==> config.mk <==
export PLATFORM = sky130hd
export DESIGN_NAME = status_readback_tx
export DESIGN_NICKNAME = d
export VERILOG_FILES = /design/src/rtl/rb_pkg.sv /design/src/rtl/rb_bitcount.sv /design/src/rtl/rb_shifter.sv /design/src/rtl/rb_lock.sv /design/src/rtl/status_readback_tx.sv
export SDC_FILE = /design/constraint.sdc
export NUM_CORES = 1
export LEC_CHECK = 0
export CORE_UTILIZATION = 25
export DETAILED_ROUTE_END_ITERATION = 16
export DONT_BUFFER_PORTS = 1
export PLACE_DENSITY = 0.46
export SLEW_MARGIN = 20
export SYNTH_ARGS = -nofsm -noshare
export SYNTH_HDL_FRONTEND = slang
export SYNTH_SLANG_ARGS = --single-unit
==> constraint.sdc <==
create_clock -name clk -period 2.25 [get_ports clk]
set_clock_uncertainty 0.2 [all_clocks]
set_input_delay 0.1125 -clock clk [delete_from_list [all_inputs] [get_ports clk]]
set_output_delay 0.1125 -clock clk [all_outputs]
set_load 0.03 [all_outputs]
==> src/rtl/rb_pkg.sv <==
package rb_pkg;
  typedef enum logic [0:0] {
    RB_IDLE = 1'b0,
    RB_SEND = 1'b1
  } rb_state_e;
endpackage

==> src/rtl/rb_bitcount.sv <==
module rb_bitcount #(
  parameter int N = 8
) (
  input  logic clk,
  input  logic rst,
  input  logic clr,
  input  logic inc,
  output logic last
);
  localparam int CW = (N > 1) ? $clog2(N) : 1;
  logic [CW-1:0] cnt;

  always_ff @(posedge clk) begin
    if (rst || clr) cnt <= '0;
    else if (inc)   cnt <= cnt + 1'b1;
  end

  assign last = (cnt == CW'(N - 1));
endmodule

==> src/rtl/rb_shifter.sv <==
module rb_shifter #(
  parameter int W = 8
) (
  input  logic         clk,
  input  logic         rst,
  input  logic         load,
  input  logic         shift,
  input  logic         drop,
  input  logic [W-1:0] din,
  output logic         sdo,
  output logic         oe
);
  logic [W-1:0] sh;

  always_ff @(posedge clk) begin
    if (rst) begin
      sh  <= '0;
      sdo <= 1'b0;
      oe  <= 1'b0;
    end else if (load) begin
      sh  <= din;
      sdo <= 1'b0;
      oe  <= 1'b1;
    end else if (drop) begin
      oe  <= 1'b0;
    end else if (shift) begin
      sdo <= sh[W-1];
      sh  <= {sh[W-2:0], 1'b0};
    end
  end
endmodule

==> src/rtl/rb_lock.sv <==
module rb_lock (
  input  logic clk,
  input  logic rst,
  input  logic set,
  input  logic cs_n,
  output logic lock
);
  always_ff @(posedge clk) begin
    if (rst)       lock <= 1'b0;
    else if (cs_n) lock <= 1'b0;
    else if (set)  lock <= 1'b1;
  end
endmodule

==> src/rtl/status_readback_tx.sv <==
module status_readback_tx #(
  parameter int DATA_W = 8
) (
  input  logic              clk,
  input  logic              rst,
  input  logic              cs_n,
  input  logic              sclk_rise,
  input  logic              sclk_fall,
  input  logic              rd_cmd,
  input  logic [DATA_W-1:0] status_in,
  output logic              sdo,
  output logic              sdo_oe,
  output logic              busy,
  output logic              wr_lock
);
  import rb_pkg::*;

  rb_state_e state;
  logic start, sending, fin, drop, shift, last;

  assign sending = (state == RB_SEND);
  assign start   = !sending && rd_cmd && !cs_n && !wr_lock;
  assign fin     = sending && sclk_rise && last;
  assign drop    = sending && (cs_n || fin);
  assign shift   = sending && sclk_fall && !cs_n;

  always_ff @(posedge clk) begin
    if (rst)        state <= RB_IDLE;
    else if (start) state <= RB_SEND;
    else if (drop)  state <= RB_IDLE;
  end

  assign busy = sending;

  rb_bitcount #(.N(DATA_W)) u_cnt (
    .clk (clk),
    .rst (rst),
    .clr (start),
    .inc (sending && sclk_rise),
    .last(last)
  );

  rb_shifter #(.W(DATA_W)) u_sh (
    .clk  (clk),
    .rst  (rst),
    .load (start),
    .shift(shift),
    .drop (drop),
    .din  (status_in),
    .sdo  (sdo),
    .oe   (sdo_oe)
  );

  rb_lock u_lock (
    .clk (clk),
    .rst (rst),
    .set (start),
    .cs_n(cs_n),
    .lock(wr_lock)
  );
endmodule

Word level (Yosys, flattened, before mapping). Index checks and enable logic that the tools add are counted.

Reductions and logical operators: 19. Multiplexer cells: 5. $add $sub $neg: 1. Equal/unequal tests: 2. Bitwise gates (word level): 1.

Operators with widths (number): 8-bit two-way mux (3); 1-bit logical AND (8); 2-bit AND reduction (2); 2-bit nonzero test (2); 2-bit OR reduction (2); 3-bit by 1-bit adder with 3-bit output, second input constant (1); 3-bit == test, second input constant (1); 1-bit logical NOT (3); 1-bit logical OR (2); 1-bit two-way mux (2); 2-bit by 1-bit inequality test with 1-bit output, second input constant (1); 1-bit inverter (1).

Register bits: 14. Word-level logic and storage cells: 33. Output and inout port bits: 4. Input bits: 14.

Longest topological paths before layout.
Depth after elaboration: 6. Mapped depth: 7. Depth with buffers taken out: 6.

Hierarchy. From an unflattened synthesis, not the netlist that was laid out.

Cells, all modules: 74. Area, all modules: 765.7 µm².

By module, submodules not included: rb_shifter (area an instance 523.0 µm², instances 1, sequential area each 200.2 µm², cells an instance 51); rb_bitcount (area an instance 133.9 µm², instances 1, sequential area each 60.1 µm², cells an instance 11); status_readback_tx (area an instance 75.1 µm², instances 1, sequential area each 20.0 µm², cells an instance 9); rb_lock (area an instance 33.8 µm², instances 1, sequential area each 20.0 µm², cells an instance 3).

Least setup slack after synthesis. No wires, ideal clock.

Path kind: reg-to-reg. Start: register, netlist name u_sh.oe. End: register u_sh.sh[2]. Arrival: 1.303 ns. Slack: 0.667 ns. Path buffers: 1. Setup time: 0.079 ns. Required time: 1.971 ns. Clock period less this slack: 1.583 ns. Cell stages (with the launch flop): 6. Cells stage by stage: dfxtp_1 nor2b_4 and3_1 buf_6 a21oi_2 a211oi_2.

RTL lines: to (signal assigned) (RTL line rb_shifter.sv:21) `sh <= din;`; to (signal assigned) (RTL line rb_shifter.sv:28) `sh <= {sh[W-2:0], 1'b0};`; to (decl) (RTL line rb_shifter.sv:13) `logic [W-1:0] sh;`.

==> impl_metrics.env <==
export IMPL_ant_nets=0
export IMPL_grt_usage=0.119
export IMPL_crit_type="flop to flop"
export IMPL_placed_area_sq_um=707
export IMPL_cts_resized=0
export IMPL_hold_viol_final=0
export IMPL_synthesis_area_sq_um=697
export IMPL_synth_cell_types=20
export IMPL_setup_viol=0
export IMPL_grt_setup_unrepaired="no"
export IMPL_numPortBuffers=0
export IMPL_cellLeakagePower_nw=0.325
export IMPL_synthSimpleGateAreaFrac=0.215
export IMPL_htree_levels=1
export IMPL_crit_path_end_kind="flop"
export IMPL_worstPathRequired_ps=2180
export IMPL_die_area_sq_um=3000
export IMPL_fin_nets=103
export IMPL_wl_per_cell_um=12.1
export IMPL_arrival_ps=2060
export IMPL_die_w_um=54.8
export IMPL_cp_max_fo=13
export IMPL_rrSetupSlack_ps=130
export IMPL_pre_cts_ws_ps=415
export IMPL_fin_crit_ps=2120
export IMPL_synth_mux_area_frac=0.0431
export IMPL_area_delta_synth_final_pct=23.3
export IMPL_nFillCells=275
export IMPL_drt_total_wl_um=1390
export IMPL_gp_congestion=0.662
export IMPL_core_sq_um=2540
export IMPL_synth_top_area_frac=0.402
export IMPL_clock_fmax_ghz=0.471
export IMPL_multi_input_area_sq_um=378
export IMPL_cap_violations=0
export IMPL_row_count=18
export IMPL_hpwl_um=981
export IMPL_cts_max_path_buffers=2
export IMPL_antennaDiodeCount=0
export IMPL_initial_core_util=0.274
export IMPL_cts_reportedPaths_clkPinSlew_ps=80
export IMPL_yosysSeqAreaShare=0.402
export IMPL_antenna_found_initial=0
export IMPL_yosysWarningCount=0
export IMPL_status="finished, final reports clean"
export IMPL_numCtsBuffers=3
export IMPL_avgSynthCellArea_sq_um=9.68
export IMPL_register_area_sq_um=280
export IMPL_relSlewSlack=0.532
export IMPL_yosys_top_cells_area="dfxtp_1, a211oi_2, a21oi_2, nand2_1, mux2i_1"
export IMPL_power_density_nw_per_um2=562
export IMPL_fp_dieH_um=54.8
export IMPL_slew_viol_final=0
export IMPL_max_slew_worst_pin_slew_ps=699
export IMPL_drive_above_1_share=0.259
export IMPL_synthAdderAreaFrac=0.0359
export IMPL_drt_first_iter_violations=3
export IMPL_cts_tree="done"
export IMPL_ys_seq_elements=14
export IMPL_synth_compound_area_frac=0.235
export IMPL_worstSetupStartpointType="flop"
export IMPL_fin_total_pwr_mw=0.483
export IMPL_fin_area_sq_um=860
export IMPL_ir_worst_vdd_mv=0.299
export IMPL_yosys_area_top_type="dfxtp_1"
export IMPL_synth_nets=88
export IMPL_grt_overflow=0
export IMPL_vias_per_cell=4.75
export IMPL_ios=18
export IMPL_drt_pass1_iterations=3
export IMPL_cts_root_buf="clkbuf_4"
export IMPL_syn_instance_count=72
export IMPL_finalWorstSetupSlack_ps=128
export IMPL_drcViolationCount=0
export IMPL_holdCritPathClass="input port to flop"
export IMPL_final_util=0.338
export IMPL_grt_pass1_vias=589
export IMPL_synth_top_family_by_area="compound AO/OA/AOI/OAI gates"
export IMPL_post_route_period_util=0.943
export IMPL_fin_setup_tns_ps=0
export IMPL_synth_xor_area_share=0.0126
export IMPL_grt_pass1_wl_um=2430
export IMPL_vias=546
export IMPL_grt_start_max_net_pins=15
export IMPL_clk_latency_ps=270
export IMPL_clock_sinks=14
==> path summary, 6_finish.rpt <==
path | startpoint | cells after the start | endpoint
max | u_sh.oe | 6 | u_sh.oe
min | rd_cmd | 3 | u_sh.sh[0]
max reg2reg | u_sh.oe | 6 | u_sh.oe
min reg2reg | u_sh.sh[6] | 2 | u_sh.sh[6]
==> metrics by stage <==
| step | hold slack, ps | std cells |
|---|---|---|
| after floorplan | -8.19 | 72 |
| after global placement | -20.5 | 99 |
| after detailed placement | -18.8 | 99 |
| after CTS | 31.3 | 115 |
| after global routing | 33.1 | 115 |
| final | 36.7 | 115 |
==> worst max-delay path, cell delays in order, from the launching register on <==
cell and delay (ps):
dfxtp_1 540, buf_4 250, inv_1 80, and3_4 220, a21oi_1 120, dlygate4sd3_1 550, nor2_1 40
==> report_power, final <==
part	internal, mW	switching [mW]	total, mW
logic	0.0386	0.0386	0.0772
clock network	0.0618	0.0709	0.133
registers	0.260	0.0123	0.273
total	0.361	0.122	0.483
==> layout by cell type (no fill, tap or decap), drive strengths merged <==
cell type    count
dfxtp           14
dlygate4sd3     13
nand2           10
a21oi           10
nor2             9
a211oi           7
nor3             5
mux2i            3
clkbuf           3
nand3            3
ha               2
and3             2
inv              1
xor2             1
nor2b            1
buf              1
==> state kept, by name, summed over array words and instances, names as in the netlist <==
signal / flops
u_cnt.cnt: 3
u_lock.lock: 1
u_sh.sdo: 1
u_sh.sh: 8
u_sh.oe: 1
==> metal layers <==
| metal | wire [um] | global-route usage |
|---|---|---|
| met5 | 0 | 0 |
| met4 | 19 | 0.0513 |
| met1 | 610 | 0.122 |
| met3 | 65 | 0.0500 |
| met2 | 690 | 0.209 |
==> synth_stat cells <==
master / number
and3_4: 1
ha_1: 2
nor3_1: 5
a21oi_2: 7
buf_6: 2
buf_2: 1
and3_1: 1
nor2_2: 1
nand3_2: 1
dfxtp_1: 14
mux2i_1: 3
nand3_1: 2
nor2b_4: 1
nand2_1: 10
buf_4: 1
nor2_1: 8
xor2_1: 1
a211oi_2: 7
inv_1: 1
a21oi_1: 3
==> kinds of logic after synthesis <==
family,after synthesis
buffers and inverters,5
flip-flops,14
AND/OR/NAND/NOR,30
adder cells (fa/ha/maj),2
AO/OA/AOI/OAI,17
multiplexers,3
XOR/XNOR,1
==> timing repair <==
| item | in CTS | in global routing |
|---|---|---|
| hold buffers | 13 | 0 |
| setup buffers | 0 | 0 |
| hold endpoints to repair | 14 | 0 |
==> area by class of cell <==
class	count	share of cell area
sequential	14	0.326
tap	30	0.0437
clock buffer	3	0.0262
inverter	1	0.00437
multi-input combinational	53	0.440
timing repair buffer	14	0.160
Power figures use the tool's default switching activity.
